<file path="config.mk">
export PLATFORM = sky130hd
export DESIGN_NAME = nvm_write_guard
export DESIGN_NICKNAME = d
export VERILOG_FILES = /design/src/rtl/nvm_write_guard.sv
export SDC_FILE = /design/constraint.sdc
export NUM_CORES = 2
export LEC_CHECK = 0
export CAP_MARGIN = 20
export CORE_MARGIN = 8
export CORE_UTILIZATION = 60
export DETAILED_ROUTE_END_ITERATION = 7
export PLACE_DENSITY = 0.74
export SYNTH_ARGS = -nofsm -noshare
export SYNTH_HDL_FRONTEND = slang
export SYNTH_SLANG_ARGS = --single-unit
</file>
<file path="constraint.sdc">
create_clock -name clk -period 4.1 [get_ports clk]
set_clock_uncertainty 0.15 [all_clocks]
set_input_delay 0.41 -clock clk [delete_from_list [all_inputs] [get_ports clk]]
set_output_delay 0.41 -clock clk [all_outputs]
set_load 0.1 [all_outputs]
</file>
<file path="src/rtl/nvm_write_guard.sv">
`timescale 1ns/1ps
module nvm_write_guard #(
  parameter int PWRT_CYCLES = 3600000,
  parameter int WR_LAT      = 4,
  parameter int PM_AW       = 6,
  parameter int EE_AW       = 4,
  parameter int ROW_AW      = 2
) (
  input  logic        clk,
  input  logic        por_n,
  input  logic        rst_n,
  input  logic        reg_wr,
  input  logic [2:0]  reg_addr,
  input  logic [7:0]  reg_wdata,
  output logic [7:0]  reg_rdata,
  input  logic        cp_data,
  input  logic        cp_prog,
  input  logic [1:0]  wrt_cfg,
  input  logic        ext_req,
  input  logic        ext_we,
  input  logic        ext_pm,
  input  logic [10:0] ext_addr,
  input  logic [13:0] ext_wdata,
  output logic        ext_grant,
  output logic [13:0] ext_rdata,
  output logic        irq
);
  localparam int PM_DEPTH  = 1 << PM_AW;
  localparam int EE_DEPTH  = 1 << EE_AW;
  localparam int ROW_WORDS = 1 << ROW_AW;
  localparam int TW = $clog2(PWRT_CYCLES + 2);
  localparam int LW = $clog2(WR_LAT + 2);
  localparam logic [TW-1:0] PWRT_LIM = TW'(PWRT_CYCLES);
  localparam logic [LW-1:0] LAT      = LW'(WR_LAT);
  localparam logic [2:0] A_DLO = 3'd0, A_ALO = 3'd1, A_DHI = 3'd2, A_AHI = 3'd3,
                         A_CTRL = 3'd4, A_KEY = 3'd5, A_IRQ = 3'd6;

  logic [7:0] dlo, alo;
  logic [5:0] dhi;
  logic [2:0] ahi;
  logic memsel, erase_en, wrerr, wren, wr, ien, iflag;
  logic [1:0] seq;
  logic [TW-1:0] pcnt;
  logic [LW-1:0] lcnt;
  logic t_pm, t_erase;
  logic [10:0] t_addr;
  logic [13:0] t_data;
  logic [13:0] pm_mem [PM_DEPTH];
  logic [7:0]  ee_mem [EE_DEPTH];

  function automatic logic [PM_AW:0] bound_of(input logic [1:0] c);
    if (c == 2'd0) return '0;
    return (PM_AW+1)'(PM_DEPTH >> (4 - int'(c)));
  endfunction

  wire [10:0] full_addr = {ahi, alo};
  wire [PM_AW-1:0] pm_idx = full_addr[PM_AW-1:0];
  wire [EE_AW-1:0] ee_idx = alo[EE_AW-1:0];
  wire pwrt_done = (pcnt == PWRT_LIM);
  wire ctrl_wr   = reg_wr && (reg_addr == A_CTRL);
  wire key_wr    = reg_wr && (reg_addr == A_KEY);
  wire new_erase = reg_wdata[4] & reg_wdata[7];
  wire [PM_AW-1:0] base_idx = new_erase ? {pm_idx[PM_AW-1:ROW_AW], {ROW_AW{1'b0}}} : pm_idx;
  wire inhibit   = reg_wdata[7] && ({1'b0, base_idx} < bound_of(wrt_cfg));
  wire start     = ctrl_wr && reg_wdata[1] && reg_wdata[2] && wren && (seq == 2'd2)
                   && pwrt_done && !wr && !inhibit;
  wire commit    = wr && (lcnt == LW'(1));
  wire ext_ok    = ext_pm ? !cp_prog : !cp_data;
  wire unused_ok = ^{ext_addr, full_addr, t_addr, t_data, ext_wdata, reg_wdata};

  assign ext_grant = ext_req & ext_ok;
  assign ext_rdata = !ext_grant ? 14'd0 :
                     ext_pm ? pm_mem[ext_addr[PM_AW-1:0]] : {6'd0, ee_mem[ext_addr[EE_AW-1:0]]};
  assign irq = iflag & ien;

  always_comb begin
    case (reg_addr)
      A_DLO:  reg_rdata = dlo;
      A_ALO:  reg_rdata = alo;
      A_DHI:  reg_rdata = {2'b00, dhi};
      A_AHI:  reg_rdata = {5'd0, ahi};
      A_CTRL: reg_rdata = {memsel, 2'b00, erase_en, wrerr, wren, wr, 1'b0};
      A_IRQ:  reg_rdata = {6'd0, ien, iflag};
      default: reg_rdata = 8'd0;
    endcase
  end

  always_ff @(posedge clk or negedge por_n)
    if (!por_n) pcnt <= '0;
    else if (!pwrt_done) pcnt <= pcnt + 1'b1;

  always_ff @(posedge clk or negedge por_n) begin
    if (!por_n) begin
      dlo <= '0; alo <= '0; dhi <= '0; ahi <= '0;
      memsel <= 1'b0; erase_en <= 1'b0; wrerr <= 1'b0; wren <= 1'b0; wr <= 1'b0;
      ien <= 1'b0; iflag <= 1'b0; seq <= '0; lcnt <= '0;
      t_pm <= 1'b0; t_erase <= 1'b0; t_addr <= '0; t_data <= '0;
    end else if (!rst_n) begin
      wrerr <= wrerr | wr;
      wren  <= 1'b0;
      wr    <= 1'b0;
      seq   <= '0;
      lcnt  <= '0;
    end else begin
      if (reg_wr) begin
        case (reg_addr)
          A_DLO:  dlo <= reg_wdata;
          A_ALO:  alo <= reg_wdata;
          A_DHI:  dhi <= reg_wdata[5:0];
          A_AHI:  ahi <= reg_wdata[2:0];
          A_CTRL: begin
            memsel <= reg_wdata[7]; erase_en <= reg_wdata[4];
            wrerr  <= reg_wdata[3]; wren     <= reg_wdata[2];
          end
          A_IRQ:  begin ien <= reg_wdata[1]; iflag <= reg_wdata[0]; end
          default: ;
        endcase
        if (key_wr && reg_wdata == 8'h55)                     seq <= 2'd1;
        else if (key_wr && reg_wdata == 8'hAA && seq == 2'd1) seq <= 2'd2;
        else                                                  seq <= 2'd0;
      end
      if (ctrl_wr && reg_wdata[0]) begin
        if (reg_wdata[7]) {dhi, dlo} <= pm_mem[pm_idx];
        else begin dhi <= '0; dlo <= ee_mem[ee_idx]; end
      end
      if (start) begin
        wr <= 1'b1; lcnt <= LAT;
        t_pm <= reg_wdata[7]; t_erase <= new_erase;
        t_addr <= full_addr; t_data <= {dhi, dlo};
      end else if (wr) begin
        lcnt <= lcnt - 1'b1;
        if (commit) begin wr <= 1'b0; iflag <= 1'b1; end
      end
    end
  end

  always_ff @(posedge clk) begin
    if (ext_grant && ext_we) begin
      if (ext_pm) pm_mem[ext_addr[PM_AW-1:0]] <= ext_wdata;
      else        ee_mem[ext_addr[EE_AW-1:0]] <= ext_wdata[7:0];
    end
    if (commit && rst_n) begin
      if (t_pm && t_erase)
        for (int i = 0; i < ROW_WORDS; i++)
          pm_mem[{t_addr[PM_AW-1:ROW_AW], ROW_AW'(i)}] <= 14'h3FFF;
      else if (t_pm) pm_mem[t_addr[PM_AW-1:0]] <= t_data;
      else           ee_mem[t_addr[EE_AW-1:0]] <= t_data[7:0];
    end
  end

  assert_lockout_R2: assert property (@(posedge clk) disable iff (!por_n)
    !pwrt_done |-> !wr);
  assert_start_key_R3: assert property (@(posedge clk) disable iff (!por_n)
    $rose(wr) |-> ($past(seq) == 2'd2) && $past(wren));
  assert_done_flag_R4: assert property (@(posedge clk) disable iff (!por_n)
    $fell(wr) && $past(rst_n) |-> iflag);
  assert_ext_block_R6: assert property (@(posedge clk) disable iff (!por_n)
    ext_req && !ext_pm && cp_data |-> !ext_grant && ext_rdata == 14'd0);
  assert_ext_block_R7: assert property (@(posedge clk) disable iff (!por_n)
    ext_req && ext_pm && cp_prog |-> !ext_grant && ext_rdata == 14'd0);
  assert_rst_clear_R11: assert property (@(posedge clk) disable iff (!por_n)
    !$past(rst_n) |-> !wr && !wren);
  assert_abort_err_R11: assert property (@(posedge clk) disable iff (!por_n)
    !$past(rst_n) && $past(wr) |-> wrerr);
endmodule

</file>
======== Word level (Yosys, flattened, before mapping) ========
Memory sizes are Yosys's and may differ from the RTL's.
Index checks and enable logic that the tools add are counted.
cells by class
  reduce and logical (&&, ||, !) cells .... 36
  divide/modulo/power cells ............... 0
  magnitude comparators ................... 1
  $add $sub $neg .......................... 3
  mux-type cells .......................... 58
  shift operators ......................... 1
  bitwise operators ....................... 4
  $mul .................................... 0
  equal/unequal tests ..................... 15
operators by type and width
  operator                                               count
  case mux 8 bit (6 select lines)                        1
  2-to-1 mux 14 bit                                      3
  2-to-1 mux 1 bit                                       35
  2-to-1 mux 8 bit                                       4
  >> shifter 7 x 32 -> 7 bit, first input constant       1
  2-to-1 mux 6 bit                                       5
  adder 22 x 1 -> 22 bit, second input constant          1
  equality test 22 bit, second input constant            1
  logical AND 1 bit                                      18
  AND reduction 3 bit                                    6
  2-to-1 mux 7 bit                                       2
  OR reduction 14 bit                                    1
  2-to-1 mux 2 bit                                       5
  equality test 3 bit, second input constant             3
  2-to-1 mux 3 bit                                       3
  equality test 8 x 7 -> 1 bit, second input constant    1
  equality test 8 bit, second input constant             1
  < comparator 6 x 7 -> 1 bit                            1
  equality test 3 x 1 -> 1 bit, second input constant    2
  equality test 3 x 2 -> 1 bit, second input constant    2
  nonzero test 2 bit                                     3
  logical NOT 1 bit                                      4
  inequality test 2 x 1 -> 1 bit, second input constant  2
  AND reduction 2 bit                                    2
  other kinds (9)                                        11
storage, ports and cells
  memories ................................ 2
  logic and storage cells ................. 138
  latch bits .............................. 0
  output and inout port bits .............. 24
  memory bits (read-only) ................. 0
  flip-flop bits (word level) ............. 81
  bits in writable memories ............... 1024
  bits of input ports ..................... 47
memories
  memory  words  width  read ports  clocked after Yosys merged registers in  write ports  RTL line  text
  pm_mem  64     14     2           0                                        5            48        logic [13:0] pm_mem [PM_DEPTH];
  ee_mem  16     8      2           0                                        2            49        logic [7:0] ee_mem [EE_DEPTH];

======== Longest topological paths before layout ========
  depth after elaboration ................. 11
  depth in mapped cells ................... 14
  gate-level depth less buffers ........... 9

======== Worst setup path after synthesis ========
No wires, ideal clock.
  path type ............................... input-to-output
  from .................................... input ext_pm
  to ...................................... output ext_rdata[3]
  slack ................................... -0.822 ns
  stages on the path ...................... 5
  arrival time ............................ 4.362 ns
  cell sequence ........................... clkbuf_1 > nor2b_1 > o21a_1 > o221ai_1 > a211oi_1
between the ends
  longest elaborated chain between the ends .. 3
  elaborated cells on any way between the ends .. 4
RTL lines
  item               RTL line  text
  from (decl)        21        input logic ext_pm,
  2-to-1 mux 1 bit   68        wire ext_ok = ext_pm ? !cp_prog : !cp_data;
  AND 1 bit          71        assign ext_grant = ext_req & ext_ok;
  net ext_grant      24        output logic ext_grant,
  2-to-1 mux 14 bit  72        assign ext_rdata = !ext_grant ? 14'd0 :
  to (decl)          25        output logic [13:0] ext_rdata,
The timed path passes the listed nets, and every way through them passes these cells.

======== Worst setup path in the final report ========
  from .................................... input ext_addr[1]
  to ...................................... output ext_rdata[8]
between the ends
  longest elaborated chain between the ends .. 3
RTL lines
  item                       RTL line  text
  from (decl)                22        input logic [10:0] ext_addr,
  memory read (64 x 14 bit)  --
  2-to-1 mux 14 bit          73        ext_pm ? pm_mem[ext_addr[PM_AW-1:0]] : {6'd0, ee_mem[ext_addr[EE_AW-1:0]]};
  2-to-1 mux 14 bit          72
Every way passes these cells.

==> impl_results.md <==
- Die Y: 343 µm
- Synth Instances: 5268
- Final Total Pwr: 0.0292 W
- TritonCTS clock tree: built
- Setup Viol. Count Final: 0
- HPWL Detailed: 146000 µm
- Rows: 120
- Area contributors post-synth: edfxtp_1 (48%), mux4_2 (21%), a21oi_1 (7.2%)
- Commonest non-fill, non-tap cell in the layout: nor2_1
- Synth Area in Compound Gates: 9.60%
- Final setup TNS: 0 ps
- Max Cap Viol: 0
- Area share of the largest cell type after synthesis: 47.9%
- Clk_lat worst skew: 730 ps
- H-tree depth: 3
- Initial Util: 60.2%
- RSZ-0062 raised after global routing: no
- Storage cell area: 0.0328 mm²
- Ys async rst share: 7.33%
- Die W: 343 µm
- WP data required: 3540 ps
- Finished Cell Area: 0.0712 mm²
- Commonest non-fill, non-tap cells in the layout: nor2_1 (1216), edfxtp_1 (1024), a21oi_1 (923), mux4_2 (596), buf_4 (321)
- Largest net degree at the start of global routing: 82
- Share of cells above drive strength 1: 25.2%
- Crit path to: ext_rdata[8]
- 1st-pass router iterations: 7
- CP arrival: 3470 ps
- WL final: 223000 µm
- CP Launch Type: primary input
- HP Class: in -> async
- Die area: 0.118 mm²
- Leak pwr: 26.0 nW
- Synth unique cells: 67
- Placement Setup Slack: 369 ps
- # DRC: 0
- Final Hold Vio Count: 0
- Via count: 49.4k
- DR vias/cell: 7.34
- Peak VDD IR: 0.403 mV
- DRT antenna net count: 0
- Main flop type after synthesis: edfxtp_1
- Fmax: 0.248 GHz
- Post-Synth Simple-Gate Area: 9.92%
- FF+latch count, synth: 1105
- Root Driver: clkbuf_16
- Reg-to-Reg End: dhi[1]$_DFFE_PN0P_
- Status: finished, final reports clean
- Footprint of the multi-input gates: 0.0290 mm²
- Core Region: 0.107 mm²
- Post-synth top area cell: edfxtp_1
- Ports: 71
- Crit path capture type: primary output
- Post-synthesis xor/xnor area fraction: 0.314%
- Cell area power density: 411 mW/mm²
- CTS buffer count: 116
- Max clock buf depth: 3
- Mean post-synth cell area: 12.2 µm²
- CP Class: in -> out
- Register area share after synthesis: 51.0%
- Grt ovf: 0
- Final worst slack: 65.5 ps
- Vias in the first global route: 47.3k
- GRT Resource Usage Total: 37.2%
- Worst Reg-to-Reg Cells: 6
- Min Hold Slack: 163 ps
- Tightest Pin Transition: 1280 ps
- Synth warn: 0
- Initial antenna violation count: 7
- CTS-repair resized insts: 0
- Critical path fanouts, max: 59
- DR WL/cell: 33.2 µm
- Slew headroom: 14.6%
- Worst setup startpoint: ext_addr[1]
- Nets: 5281
- IO Port Bufs: 65
- Worst reg2reg startpoint: alo[0]$_DFFE_PN0P_
- Sinks on Clock Net: 1105
- Mapped cell area: 0.0642 mm²
- Final Critical Period: 4030 ps
- Max-slew violations: 0
- Post-place instance area: 0.0673 mm²
- Multiplexer share of the synthesized area: 25.2%
- EDFF count, synth: 1024
- Layout area overhead: 10.8%
- Fillers: 7589
- Initial DRC Count: 8725
- Part of the cycle the worst path needs: 98.4%
- Reg2Reg Setup Slack: 380 ps
- First-pass GRT wire length: 318000 µm
- Synth Area in Adders: 0.175%
- Largest family of logic cells by synthesized area: multiplexers
- CTS clock-pin slew for the worst setup and hold paths: 60 ps
- GP Congestion: 1.02
==> power by group <==
| group | switching [W] | internal [W] |
|---|---|---|
| Combinational | 0.00335 | 0.00246 |
| Clock | 0.00456 | 0.00624 |
| Sequential | 0.000203 | 0.0124 |
==> per-stage QoR <==
stage / instances / util [%]
finish: 6727 / 66.8
floorplan: 5269 / -
detailed placement: 6509 / 63.2
global placement: 6507 / 63.1
global route: 6722 / 66.7
CTS: 6722 / 66.7
==> layer usage <==
metal  vias up  GRT usage (%)  wire length [µm]
met2      4346           56.7             99700
met1     24100           46.7             70800
met3       944           11.5             34800
met5         -              0                12
met4         2           23.3             17700
li1      20000              -                 -
==> cell type report <==
cell class | instances | share of cell area [%]
flip-flops and latches | 1105 | 46.1
multi-input cells | 3579 | 40.8
well taps | 1403 | 2.47
clock inverters | 67 | 1.03
diodes | 5 | 0.0176
repair buffers | 405 | 5.16
inverters | 18 | 0.0950
clock buffers | 145 | 4.29
==> worst min-delay path by stage <==
stage,start,to,slack [ps],depth (start not counted)
final,por_n,t_erase$_DFFE_PN0P_,160,2
after floorplan,por_n,ahi[0]$_DFFE_PN0P_,-40,0
after global placement,pcnt[20]$_DFFE_PN0P_,pcnt[20]$_DFFE_PN0P_,300,1
after CTS,por_n,lcnt[1]$_DFFE_PN0P_,210,2
after global routing,por_n,lcnt[1]$_DFFE_PN0P_,260,2
after detailed placement,pcnt[20]$_DFFE_PN0P_,pcnt[20]$_DFFE_PN0P_,310,1
==> cell usage after synthesis (14+ instances only) <==
cell and instances:
dfrtp_1 81, edfxtp_1 1024, o211ai_1 53, inv_1 18, nor2_1 1216, a21oi_1 923
mux4_2 596, mux2i_1 83, a211oi_1 14, buf_2 89, nand3_1 66, nor3_1 15
xnor2_1 18, nand2b_1 14, buf_4 17, mux2_2 156, nor2b_1 23, nand2_1 143
o22ai_1 18, clkbuf_1 370, o21ai_0 39, a22oi_1 28, buf_1 86
==> registers in the layout, indices dropped and copies added, names as in the netlist <==
register  count
dlo           8
iflag         1
alo           8
seq           2
ien           1
t_data       14
t_addr        6
lcnt          3
wrerr         1
memsel        1
pm_mem      896
ahi           3
pcnt         22
wr            1
ee_mem      128
dhi           6
t_erase       1
t_pm          1
wren          1
erase_en      1
==> what timing repair did <==
item                      CTS  global route
hold buffers                1             0
hold endpoints to repair   58             0
setup buffers               0             0
==> critical path, cell delays in order <==
cell     delay, ps
buf_8          470
buf_12         410
mux4_2         420
mux4_2         550
mux2i_1        520
o22ai_1        330
buf_12         260
==> kinds of logic after synthesis <==
family,count (synthesis)
xor gates and xnor gates,23
other,1
AOI/OAI and AO/OA,1140
adders and majority gates,9
and+or+nand+nor,1559
muxes,846
DFF,1105
buffers and inverters,585
Power figures use the tool's default switching activity.
